### src/rtl/dsw_pkg.sv
package dsw_pkg;

    localparam int WORD_W     = 16;
    localparam int ERR_W      = 4;
    localparam int DESC_WORDS = 4;

    // word offsets inside one descriptor
    localparam logic [1:0] OFS_STAT = 2'd0;
    localparam logic [1:0] OFS_TIME = 2'd1;
    localparam logic [1:0] OFS_DPTR = 2'd2;
    localparam logic [1:0] OFS_CMD  = 2'd3;

    typedef enum logic [2:0] {
        PH_IDLE,
        PH_OPEN_STAT,
        PH_OPEN_TIME,
        PH_OPEN_CMD,
        PH_ACTIVE,
        PH_CLOSE_THIRD,
        PH_CLOSE_STAT
    } phase_e;

    typedef struct packed {
        logic             in_prog;
        logic             done;
        logic             chan;
        logic             illegal;
        logic [7:0]       spare;
        logic [ERR_W-1:0] err;
    } bsw_t;

    typedef struct packed {
        logic              chan;
        logic [WORD_W-1:0] tag;
        logic [WORD_W-1:0] cmd;
    } open_t;

    typedef struct packed {
        logic              illegal;
        logic [ERR_W-1:0]  err;
        logic [WORD_W-1:0] third;
    } close_t;

    function automatic bsw_t make_bsw(input logic closing, input logic chan,
                                      input logic illegal, input logic [ERR_W-1:0] err);
        bsw_t s;
        s.in_prog = ~closing;
        s.done    = closing;
        s.chan    = chan;
        s.illegal = closing & illegal;
        s.spare   = '0;
        s.err     = closing ? err : '0;
        return s;
    endfunction

endpackage

### src/rtl/dsw_seq.sv
module dsw_seq
    import dsw_pkg::*;
(
    input  logic   clk,
    input  logic   rst,
    input  logic   msg_start,
    input  logic   msg_end,
    input  logic   ptr_load,
    output phase_e phase,
    output logic   take_open,
    output logic   take_close,
    output logic   load_ok,
    output logic   advance
);

    phase_e phase_q, phase_d;

    assign load_ok    = (phase_q == PH_IDLE) && ptr_load;
    assign take_open  = (phase_q == PH_IDLE) && msg_start && !ptr_load;
    assign take_close = (phase_q == PH_ACTIVE) && msg_end;
    assign advance    = (phase_q == PH_CLOSE_STAT);
    assign phase      = phase_q;

    always_comb begin
        phase_d = phase_q;
        unique case (phase_q)
            PH_IDLE:        if (take_open) phase_d = PH_OPEN_STAT;
            PH_OPEN_STAT:   phase_d = PH_OPEN_TIME;
            PH_OPEN_TIME:   phase_d = PH_OPEN_CMD;
            PH_OPEN_CMD:    phase_d = PH_ACTIVE;
            PH_ACTIVE:      if (take_close) phase_d = PH_CLOSE_THIRD;
            PH_CLOSE_THIRD: phase_d = PH_CLOSE_STAT;
            PH_CLOSE_STAT:  phase_d = PH_IDLE;
            default:        phase_d = PH_IDLE;
        endcase
    end

    always_ff @(posedge clk) begin
        if (rst) phase_q <= PH_IDLE;
        else     phase_q <= phase_d;
    end

endmodule

### src/rtl/dsw_ptr.sv
module dsw_ptr
    import dsw_pkg::*;
#(
    parameter int STACK_WORDS = 32,
    localparam int PTR_W = $clog2(STACK_WORDS)
) (
    input  logic             clk,
    input  logic             rst,
    input  logic             load_ok,
    input  logic [PTR_W-1:0] load_val,
    input  logic             advance,
    input  logic             half_en,
    input  logic             full_en,
    output logic [PTR_W-1:0] ptr,
    output logic             irq_half,
    output logic             irq_full
);

    localparam logic [PTR_W-1:0] MID  = PTR_W'(STACK_WORDS / 2);
    localparam logic [PTR_W-1:0] STEP = PTR_W'(DESC_WORDS);

    logic [PTR_W-1:0] ptr_q, nxt, aligned;
    logic             armed_q;
    logic             wrap, mid_hit;

    assign nxt     = ptr_q + STEP;
    assign aligned = {load_val[PTR_W-1:2], 2'b00};
    assign wrap    = (nxt == '0);
    assign mid_hit = armed_q && (nxt >= MID);
    assign ptr     = ptr_q;

    always_ff @(posedge clk) begin
        if (rst) begin
            ptr_q    <= '0;
            armed_q  <= 1'b1;
            irq_half <= 1'b0;
            irq_full <= 1'b0;
        end else begin
            irq_half <= 1'b0;
            irq_full <= 1'b0;
            if (load_ok) begin
                ptr_q   <= aligned;
                armed_q <= (aligned < MID);
            end else if (advance) begin
                ptr_q    <= nxt;
                irq_half <= mid_hit && half_en;
                irq_full <= wrap && full_en;
                if (wrap)         armed_q <= 1'b1;
                else if (mid_hit) armed_q <= 1'b0;
            end
        end
    end

endmodule

### src/rtl/dsw_fmt.sv
module dsw_fmt
    import dsw_pkg::*;
#(
    parameter int          STACK_WORDS = 32,
    parameter int          ADDR_W      = 16,
    parameter int unsigned BASE_ADDR   = 256,
    localparam int PTR_W = $clog2(STACK_WORDS)
) (
    input  phase_e            phase,
    input  logic [PTR_W-1:0]  ptr,
    input  open_t             op,
    input  close_t            cl,
    output logic              we,
    output logic [ADDR_W-1:0] addr,
    output logic [WORD_W-1:0] wdata
);

    logic [1:0] ofs;

    always_comb begin
        we    = 1'b1;
        ofs   = OFS_STAT;
        wdata = '0;
        unique case (phase)
            PH_OPEN_STAT: begin
                ofs   = OFS_STAT;
                wdata = make_bsw(1'b0, op.chan, 1'b0, '0);
            end
            PH_OPEN_TIME: begin
                ofs   = OFS_TIME;
                wdata = op.tag;
            end
            PH_OPEN_CMD: begin
                ofs   = OFS_CMD;
                wdata = op.cmd;
            end
            PH_CLOSE_THIRD: begin
                ofs   = OFS_DPTR;
                wdata = cl.third;
            end
            PH_CLOSE_STAT: begin
                ofs   = OFS_STAT;
                wdata = make_bsw(1'b1, op.chan, cl.illegal, cl.err);
            end
            default: we = 1'b0;
        endcase
    end

    assign addr = ADDR_W'(BASE_ADDR) + ADDR_W'(ptr) + ADDR_W'(ofs);

endmodule

### src/rtl/desc_stack_writer.sv
module desc_stack_writer
    import dsw_pkg::*;
#(
    parameter int          STACK_WORDS = 32,
    parameter int          ADDR_W      = 16,
    parameter int unsigned BASE_ADDR   = 256,
    localparam int PTR_W = $clog2(STACK_WORDS)
) (
    input  logic              clk,
    input  logic              rst,
    input  logic              msg_start,
    input  logic              msg_end,
    input  logic              bus_chan,
    input  logic              illegal_cmd,
    input  logic [ERR_W-1:0]  msg_err,
    input  logic [WORD_W-1:0] time_tag,
    input  logic [WORD_W-1:0] cmd_word,
    input  logic [WORD_W-1:0] data_ptr,
    input  logic [WORD_W-1:0] mode_data,
    input  logic              is_mode_code,
    input  logic              mc_store_en,
    input  logic              half_irq_en,
    input  logic              full_irq_en,
    input  logic              ptr_load,
    input  logic [PTR_W-1:0]  ptr_load_val,
    output logic              ram_we,
    output logic [ADDR_W-1:0] ram_addr,
    output logic [WORD_W-1:0] ram_wdata,
    output logic [PTR_W-1:0]  stack_ptr,
    output logic              irq_half,
    output logic              irq_full
);

    phase_e phase;
    logic   take_open, take_close, load_ok, advance;
    open_t  open_q;
    close_t close_q;

    dsw_seq u_seq (
        .clk        (clk),
        .rst        (rst),
        .msg_start  (msg_start),
        .msg_end    (msg_end),
        .ptr_load   (ptr_load),
        .phase      (phase),
        .take_open  (take_open),
        .take_close (take_close),
        .load_ok    (load_ok),
        .advance    (advance)
    );

    always_ff @(posedge clk) begin
        if (rst) begin
            open_q  <= '0;
            close_q <= '0;
        end else begin
            if (take_open) begin
                open_q.chan <= bus_chan;
                open_q.tag  <= time_tag;
                open_q.cmd  <= cmd_word;
            end
            if (take_close) begin
                close_q.illegal <= illegal_cmd;
                close_q.err     <= msg_err;
                close_q.third   <= (is_mode_code && mc_store_en) ? mode_data : data_ptr;
            end
        end
    end

    dsw_ptr #(.STACK_WORDS(STACK_WORDS)) u_ptr (
        .clk      (clk),
        .rst      (rst),
        .load_ok  (load_ok),
        .load_val (ptr_load_val),
        .advance  (advance),
        .half_en  (half_irq_en),
        .full_en  (full_irq_en),
        .ptr      (stack_ptr),
        .irq_half (irq_half),
        .irq_full (irq_full)
    );

    dsw_fmt #(
        .STACK_WORDS (STACK_WORDS),
        .ADDR_W      (ADDR_W),
        .BASE_ADDR   (BASE_ADDR)
    ) u_fmt (
        .phase (phase),
        .ptr   (stack_ptr),
        .op    (open_q),
        .cl    (close_q),
        .we    (ram_we),
        .addr  (ram_addr),
        .wdata (ram_wdata)
    );

endmodule

### config.mk
export PLATFORM = sky130hd
export DESIGN_NAME = desc_stack_writer
export DESIGN_NICKNAME = d
export VERILOG_FILES = /design/src/rtl/dsw_pkg.sv /design/src/rtl/dsw_seq.sv /design/src/rtl/dsw_ptr.sv /design/src/rtl/dsw_fmt.sv /design/src/rtl/desc_stack_writer.sv
export SDC_FILE = /design/constraint.sdc
export NUM_CORES = 1
export LEC_CHECK = 0
export ABC_AREA = 1
export BUFFER_PORTS_ARGS = -buffer_cell sky130_fd_sc_hd__buf_2
export CAP_MARGIN = 10
export CORE_ASPECT_RATIO = 1.4
export CORE_MARGIN = 2
export CORE_UTILIZATION = 40
export DETAILED_ROUTE_END_ITERATION = 6
export GPL_ROUTABILITY_DRIVEN = 0
export GPL_TIMING_DRIVEN = 0
export PLACE_DENSITY = 0.72
export SLEW_MARGIN = 20
export SYNTH_ARGS = -nofsm -noshare
export SYNTH_HDL_FRONTEND = slang
export SYNTH_SLANG_ARGS = --single-unit
### constraint.sdc
create_clock -name clk -period 1.77 [get_ports clk]
set_clock_uncertainty 0.1 [all_clocks]
set_input_delay 0 -clock clk [delete_from_list [all_inputs] [get_ports clk]]
set_output_delay 0 -clock clk [all_outputs]
set_load 0.005 [all_outputs]
**Yosys cells after proc, flatten, opt, wreduce, memory -nomap -nowiden**

Index checks and enable logic that the tools add are counted.

- Equality and inequality tests: 8
- Add/subtract/negate cells: 3
- Reductions and logical operators: 18
- Magnitude comparators: 2
- Mux-type cells: 13
- Bitwise logic cells: 1

Operators with widths:

| kind | count |
|---|---|
| $pmux W16 S5 | 1 |
| $pmux W3 S6 | 1 |
| $add A16 B2 Y16 | 1 |
| $mux W16 | 1 |
| $add A9 B5 Y10 const A | 1 |
| $mux W5 | 2 |
| $eq A3 B3 Y1 const B | 3 |
| $logic_and A1 B1 Y1 | 8 |
| $eq A3 B2 Y1 const B | 2 |
| $mux W3 | 2 |
| $pmux W2 S3 | 1 |
| $add A5 B3 Y5 const B | 1 |
| $ge A5 B5 Y1 const B | 1 |
| $logic_not A5 Y1 | 1 |
| $lt A5 B5 Y1 const B | 1 |
| $mux W1 | 5 |
| $reduce_or A5 Y1 | 1 |
| $ne A2 B2 Y1 const B | 2 |
| $reduce_and A2 Y1 | 2 |
| $eq A3 B1 Y1 const B | 1 |
| $logic_not A3 Y1 | 1 |
| $reduce_bool A3 Y1 | 1 |
| $reduce_or A3 Y1 | 1 |
| $reduce_bool A2 Y1 | 1 |
| 3 further kinds | 3 |

- Logic and storage cells: 57
- Input port bits: 84
- Bits in registers: 65
- Output and inout port bits: 40

**Logic depth before layout (Yosys ltp)**

Gate-level depths: netlist (run 1).

- Depth in word-level cells: 7
- Depth in mapped cells: 8
- Mapped depth without buffers: 8

**Hierarchy**

From an unflattened synthesis (run 1), not the netlist that was laid out.

- Cell total of the unflattened synthesis: 518
- Area, all modules: 3392.0 µm²

Modules (own cells, without submodules):

| module | sequential area each (µm²) | cells each | instances | area an instance (µm²) |
|---|---|---|---|---|
| desc_stack_writer | 1081.0 | 305 | 1 | 2214.6 |
| dsw_fmt | 0.0 | 139 | 1 | 675.6 |
| dsw_ptr | 120.1 | 50 | 1 | 346.6 |
| dsw_seq | 60.1 | 24 | 1 | 155.1 |

**Least setup slack after synthesis (run 1)**

OpenSTA, ideal clock, no wires.

- Kind: reg-to-reg
- Start point: register u_ptr.ptr_q[2], in the netlist u_ptr.ptr[2]
- End point: register u_ptr.armed_q
- Buffers on the path: 0
- Data arrival time: 1184 ps
- Data required time: 1541 ps
- Path slack: 357 ps
- Clock period less this slack: 1413 ps
- Cell stages (with the launch flop): 9
- Setup time: 129 ps
- Cell sequence: dfxtp_1 ha_1 ha_1 nand2_1 o21ai_0 nand2_1 nand2_1 nand2_1 nand3_1

- Word-level cells in the longest chain between the ends: 5
- Elaborated cells between the ends (all ways): 9
- Classes of those cells: 1 x add/sub; 1 x order compare; 3 x mux; 4 x reduce/logical

RTL lines:

| what | line | RTL |
|---|---|---|
| start, declared | dsw_ptr.sv:22 | `logic [PTR_W-1:0] ptr_q, nxt, aligned;` |
| start signal, assigned | dsw_ptr.sv:42 | `ptr_q <= aligned;` |
| start signal, assigned | dsw_ptr.sv:45 | `ptr_q <= nxt;` |
| $add A5 B3 Y5 (*) | dsw_ptr.sv:26 | `assign nxt = ptr_q + STEP;` |
| $ge A5 B5 Y1 / $logic_not A5 Y1 (equally long branches) | dsw_ptr.sv:29, dsw_ptr.sv:28 |  |
| $logic_and A1 B1 Y1 / $mux W1 (equally long branches) | dsw_ptr.sv:29, dsw_ptr.sv:48 |  |
| $reduce_bool A3 Y1 (no source line) / $mux W1 (equally long branches) | - |  |
| $reduce_and A2 Y1 (no source line) / $mux W1 (equally long branches) | - |  |
| end signal, assigned | dsw_ptr.sv:43 | `armed_q <= (aligned < MID);` |
| end, declared | dsw_ptr.sv:23 | `logic armed_q;` |

Mark *: on every way between the ends. The rest lies on a longest branch, timed or not. The select of a mux whose other input is x is not followed.
A chain may end at the register's enable or synchronous reset.

**Final worst setup path (run 1)**

- Start point: register u_seq.phase_q[1], in the netlist u_seq.phase[1]
- End point: output ram_wdata[3]

- Word-level cells in the longest chain between the ends: 2
- Elaborated cells between the ends (all ways): 6
- Classes of those cells: 5 x eq/ne; 1 x mux

RTL lines:

| what | line | RTL |
|---|---|---|
| start, declared | dsw_seq.sv:16 | `phase_e phase_q, phase_d;` |
| start signal, assigned | dsw_seq.sv:40 | `else phase_q <= phase_d;` |
| $eq A3 B3 Y1, or another cell as far along | dsw_fmt.sv:24 | `unique case (phase)` |
| $pmux W16 S5 (*) | dsw_fmt.sv:24 |  |
| end, declared | desc_stack_writer.sv:28 | `output logic [WORD_W-1:0] ram_wdata,` |

Mark *: on every way between the ends. The rest lies on a longest branch, timed or not.

==> impl_metrics.env, run 1 <==
export IMPL_outcome="complete, but fails checks"
export IMPL_violations="setup timing"
export IMPL_wl_per_cell_um=12.78
export IMPL_worst_r2r_setup_slack_ns=0.05
export IMPL_r2r_end="u_ptr.ptr[3]"
export IMPL_io_buffers=106
export IMPL_ys_ff_latch=63
export IMPL_synthFlopType="dfxtp_1"
export IMPL_cts_path_max_buffers=2
export IMPL_regToRegStartpoint="u_seq.phase[2]"
export IMPL_numClockSinks=63
export IMPL_crit_type="reg2out"
export IMPL_hp_class="in2reg"
export IMPL_grt_pass1_vias=3420
export IMPL_min_from="mode_data[1]"
export IMPL_wirelength_um=9793
export IMPL_yosysMostFrequentCell="nand2_1"
export IMPL_drive_gt1_share_pct=26.84
export IMPL_min_period_ns=1.772
export IMPL_antenna_found_initial=0
export IMPL_start_util_pct=41.69
export IMPL_finalHoldViolations=0
export IMPL_holdWs_ns=0.0006172
export IMPL_grt_start_max_net_pins=13
export IMPL_p_leak_nw=2.274
export IMPL_syn_area_um2=3088
export IMPL_p_per_area_nw_per_um2=786.7
export IMPL_setup_slack_ns=-0.001908
export IMPL_grtUsageTotal_pct=22.58
export IMPL_place_hpwl_um=6654
export IMPL_reg2regPathDepth=8
export IMPL_end_kind="output port"
export IMPL_hold_end="close_q[1]"
export IMPL_htreeDepth=3
export IMPL_grt_overflow=0
export IMPL_period_share_pct=100.1
export IMPL_root_buffer="clkbuf_8"
export IMPL_slew_violations=0
export IMPL_vias=3651
export IMPL_synthTopCellsByArea="dfxtp_1, nand2_1, nor2_1"
export IMPL_seq_area_frac_synth_pct=40.84
export IMPL_ys_types=25
export IMPL_synthTopCellsByCount="nand2_1, nor2_1, dfxtp_1, o21ai_0, inv_1"
export IMPL_die_h_um=108.0
export IMPL_synth_top_cell_by_area="dfxtp_1"
export IMPL_finalPower_mw=3.848
export IMPL_syn_area_per_cell_um2=6.877
export IMPL_ir_worst_vdd_v=0.0004245
export IMPL_die_x_um=78.26
export IMPL_grt_pass1_wl_um=14850
export IMPL_startpoint_type="flip-flop"
export IMPL_cts_buffers=9
export IMPL_worstHoldPathCells=5
export IMPL_fmax_ghz=0.5644
export IMPL_synth_edff_count=0
export IMPL_io_pins=124
export IMPL_required_ns=1.67
export IMPL_yosys_warnings=0
export IMPL_core_area_um2=7407
export IMPL_syn_to_final_growth_pct=58.39
export IMPL_yosys_area_top_type_share_pct=40.84
export IMPL_nets=748
export IMPL_synthCells=449
export IMPL_rows=37
export IMPL_clk_latency_ns=0.34
export IMPL_initialDrtViolationCount=210
export IMPL_path_max_fanout=5
export IMPL_clk_pin_slew_worst_paths_ns=0.07
export IMPL_drc=0
export IMPL_first_pass_iters=6
export IMPL_ys_async_sr_fraction_pct=0
export IMPL_setup_viol=1
export IMPL_viasPerCell=4.766
export IMPL_cp_arrival_ns=1.67
export IMPL_ant_nets=0
export IMPL_tritoncts="done"
export IMPL_drv_cap=0
export IMPL_die_area_um2=8448
## report_power, final
part,internal [mW],switching (mW)
Combinational,0.445,0.417
Sequential,1.53,0.0715
Clock,0.794,0.592
## repair_timing
action / CTS / global route
hold endpoints to repair: 62 / 0
buffers inserted: 0 / 10
hold buffers: 75 / 0
pin swaps: 0 / 5
gates resized for setup: 4 / 13
endpoints found under the setup margin: 12 / 13
## sequential cells by signal, indices dropped and copies added, names as in the netlist
name,count
close_q,21
open_q,33
u_ptr.irq_full,1
u_ptr.ptr,3
u_ptr.irq_half,1
u_seq.phase,3
u_ptr.armed_q,1
## placed cells by master, fill, tap and decap left out, types with 10 or more instances in the layout
master,count
conb_1,13
clkbuf_1,10
buf_4,25
nand3_1,27
nor2_1,78
nand2_1,84
inv_1,34
dfxtp_1,60
dlygate4sd3_1,75
buf_2,113
o21ai_1,10
o21ai_0,51
a21oi_1,23
## per-layer routing
metal | part of all wire (%) | track usage [%] | wire length (um) | vias up
li1 | - | - | - | 1851
met1 | 38 | 23.29 | 3751 | 1633
met2 | 53 | 42.80 | 5190 | 142
met3 | 5.7 | 3.923 | 560 | 25
met4 | 3.0 | 12.28 | 291 | 0
met5 | 0 | 0 | 0 | -
## through the flow
step | setup WS [ns] | instance area (um2) | instances | util, % | setup TNS (ns)
after floorplan | 0.3569 | 3129 | 460 | - | 0
after global placement | 0.1903 | 3781 | 663 | 51.05 | 0
after detailed placement | 0.1670 | 3781 | 663 | 51.05 | 0
after CTS | -0.01127 | 4761 | 754 | 64.27 | -0.02216
after global routing | -0.04305 | 4886 | 764 | 65.96 | -0.2560
final | -0.001908 | 4891 | 766 | 66.03 | -0.001908
## worst max-delay path by stage
| stage | from | to | slack [ns] |
|---|---|---|---|
| after floorplan | u_ptr.ptr[2] | u_ptr.armed_q | 0.36 |
| after global placement | u_seq.phase[0] | open_q[6] | 0.19 |
| after detailed placement | u_seq.phase[0] | open_q[6] | 0.17 |
| after CTS | u_seq.phase[0] | ram_wdata[2] | -0.01 |
| after global routing | u_seq.phase[1] | ram_wdata[9] | -0.04 |
| final | u_seq.phase[1] | ram_wdata[3] | -0.002 |
## critical path: stages (launching register included)
cell and delay (ns):
dfxtp_2 0.37, nand2_1 0.18, nor2_4 0.09, buf_4 0.14
a22oi_1 0.26, nand3_1 0.14, buf_2 0.15
## layout make-up
cell class,instances,area (um2)
diodes,2,5.005
flip-flops and latches,63,1267
fillers,651,2516
inverters,37,138.9
clock buffers,9,123.9
well taps,97,121.4
repair buffers,191,1369
plain buffers,42,287.8
clock inverters,7,97.59
multi-input cells,318,1480
## logic make-up after synthesis
group / after synthesis / synth area share (%)
simple gates: 203 / 27.55
compound gates: 100 / 17.50
buf+inv: 79 / 13.05
flops: 63 / 40.84
fa+ha+maj: 2 / 0.8102
other cells: 2 / 0.2432
No activity file was read; power rests on OpenSTA's default activity.
==> run 2, diff against run 1 <==
--- a/config.mk
+++ b/config.mk
@@ -10,11 +10,11 @@
 export CAP_MARGIN = 10
 export CORE_ASPECT_RATIO = 1.4
 export CORE_MARGIN = 2
-export CORE_UTILIZATION = 40
+export CORE_UTILIZATION = 44
 export DETAILED_ROUTE_END_ITERATION = 6
 export GPL_ROUTABILITY_DRIVEN = 0
 export GPL_TIMING_DRIVEN = 0
-export PLACE_DENSITY = 0.72
+export PLACE_DENSITY = 0.81
 export SLEW_MARGIN = 20
 export SYNTH_ARGS = -nofsm -noshare
 export SYNTH_HDL_FRONTEND = slang
==> constraint.sdc (replaced) <==
create_clock -name clk -period 1.5 [get_ports clk]
set_clock_uncertainty 0.1 [all_clocks]
set_input_delay 0 -clock clk [delete_from_list [all_inputs] [get_ports clk]]
set_output_delay 0 -clock clk [all_outputs]
set_load 0.005 [all_outputs]
==> impl_metrics.env, run 2 (synthesized netlist as in run 1, its figures left out) <==
export IMPL_fmax_ghz=0.5734
export IMPL_p_comb_share_pct=26.6
export IMPL_drv_cap=0
export IMPL_largest_register="open_q"
export IMPL_reg_top3="open_q (33), close_q (21)"
export IMPL_largest_reg_flops=33
export IMPL_drc=0
export IMPL_critical_path_top_delay_family="flip-flops"
export IMPL_required_ns=1.40
export IMPL_most_common_layout_cells="buf_2, nand2_1, nor2_1"
export IMPL_max_stage_delay_ns=0.38
export IMPL_first_pass_iters=5
export IMPL_cts_buffers=9
export IMPL_grtUsageTotal_pct=27.46
export IMPL_vias=3976
export IMPL_syn_to_final_growth_pct=66.45
export IMPL_violations="hold timing, setup timing"
export IMPL_initialDrtViolationCount=220
export IMPL_p_sw_mw=1.390
export IMPL_layout_cells_non_filler=775
export IMPL_period_share_pct=116.3
export IMPL_io_buffers=106
export IMPL_min_from="mode_data[0]"
export IMPL_crit_chain="nand2_2, nor2_4, buf_4, a22oi_2, nand3_1, buf_2"
export IMPL_setup_viol=68
export IMPL_regToRegStartpoint="u_seq.phase[1]"
export IMPL_rows=36
export IMPL_intPower_mw=3.287
export IMPL_ant_nets=0
export IMPL_reg2regPathDepth=6
export IMPL_root_buffer="clkbuf_8"
export IMPL_outcome="complete, but fails checks"
export IMPL_die_h_um=103.1
export IMPL_setup_slack_ns=-0.2441
export IMPL_wl_per_cell_um=15.42
export IMPL_startpoint_type="flip-flop"
export IMPL_clock_power_share_pct=32.4
export IMPL_die_x_um=74.80
export IMPL_grt_overflow=0
export IMPL_placedCellCount=661
export IMPL_fin_setup_tns_ns=-5.720
export IMPL_holdWs_ns=-0.004864
export IMPL_p_per_area_nw_per_um2=909.9
export IMPL_switching_share_pct=29.71
export IMPL_fin_util_pct=74.58
export IMPL_start_util_pct=44.81
export IMPL_nets=762
export IMPL_clk_latency_ns=0.35
export IMPL_diodes=0
export IMPL_slew_violations=0
export IMPL_die_area_um2=7714
export IMPL_io_pins=124
export IMPL_cp_arrival_ns=1.64
export IMPL_seq_power_share_pct=40.9
export IMPL_crit_type="reg2out"
export IMPL_htreeDepth=3
export IMPL_cts_path_max_buffers=2
export IMPL_grt_pass1_vias=3586
export IMPL_place_hpwl_um=6574
export IMPL_tritoncts="done"
export IMPL_cp_endpoint="ram_wdata[12]"
export IMPL_end_kind="output port"
export IMPL_antenna_found_initial=0
export IMPL_clk_pin_slew_worst_paths_ns=0.07
export IMPL_finalHoldViolations=2
export IMPL_min_period_ns=1.744
export IMPL_ir_worst_vdd_v=0.0006668
export IMPL_grt_setup_unrepaired="yes"
export IMPL_p_leak_nw=2.385
export IMPL_hp_class="in2reg"
export IMPL_critical_path_slowest_cell="dfxtp_4"
export IMPL_grt_start_max_net_pins=11
export IMPL_wirelength_um=11950
export IMPL_viasPerCell=5.130
export IMPL_grt_pass1_wl_um=15860
export IMPL_worst_r2r_setup_slack_ns=-0.20
export IMPL_core_area_um2=6892
export IMPL_drive_gt1_share_pct=31.91
export IMPL_r2r_end="open_q[18]"
export IMPL_crit_buf_inv=2
export IMPL_worst_path_stages=6
export IMPL_numClockSinks=63
export IMPL_mostFrequentLayoutCell="buf_2"
export IMPL_crit_start="u_seq.phase[1]"
export IMPL_path_max_fanout=5
run 2: changes by cell type in the layout (fill, tap and decap cells not counted), sizes merged:
cell / change
clkbuf: +1
diode: -2
clkinv: -2
buf: +16
bufinv: -1
clkinvlp: -1
run 2: layout make-up:
cell class | count | area (um2)
Sequential cell | 63 | 1271
Buffer | 42 | 319.1
Timing Repair Buffer | 205 | 1506
Clock buffer | 12 | 155.1
Inverter | 37 | 148.9
Clock inverter | 3 | 42.54
Multi-Input combinational cell | 318 | 1578
Tap cell | 95 | 118.9
Fill cell | 477 | 1752
run 2: repair_timing:
item,4_1_cts,5_1_grt
gates resized for setup,36,58
endpoints found under the setup margin,41,73
pin swaps,9,11
cloned,1,5
hold buffers,75,0
setup buffers,8,10
hold endpoints to repair,62,0
run 2: power groups by stage:
stage | registers (mW) | logic (mW) | clock network [mW]
2_1_floorplan | 1.90 | 0.505 | 0
4_1_cts | 1.90 | 1.01 | 1.50
3_5_place_dp | 1.92 | 0.769 | 0
6_report | 1.91 | 1.25 | 1.52
5_1_grt | 1.92 | 1.35 | 1.56
3_3_place_gp | 1.91 | 0.751 | 0
run 2: layer usage:
| layer | wire, um | up-vias | global-route usage, % |
|---|---|---|---|
| met5 | 0 | - | 0 |
| met3 | 814 | 61 | 4.790 |
| li1 | - | 1886 | - |
| met4 | 605 | 0 | 15.93 |
| met1 | 4090 | 1792 | 26.67 |
| met2 | 6443 | 237 | 52.55 |
run 2: worst min-delay path: cells and delay by family:
family                 cells  cell delay [ns]
buffers and inverters      1             0.08
AO/OA/AOI/OAI              2             0.20
AND/OR/NAND/NOR            2             0.13
run 2: worst min path at each step:
stage / end / slack [ns] / cells after the start
after floorplan: u_seq.phase[1] / -0.03 / 1
after global placement: u_ptr.irq_full / 0.13 / 3
after detailed placement: u_ptr.irq_full / 0.14 / 3
after CTS: close_q[0] / 0.006 / 5
after global routing: close_q[15] / 0.06 / 5
final: close_q[0] / -0.005 / 5
run 2: per-stage QoR:
step	power [mW]	area, um2	setup WS (ns)	hold WS [ns]
final	4.677	5140	-0.2441	-0.004864
after global routing	4.836	5140	-0.3152	0.06103
after CTS	4.403	4880	-0.1138	0.006209
after detailed placement	2.688	3779	-0.09640	0.1388
after global placement	2.665	3779	-0.07789	0.1339
after floorplan	2.405	3129	0.08690	-0.03093
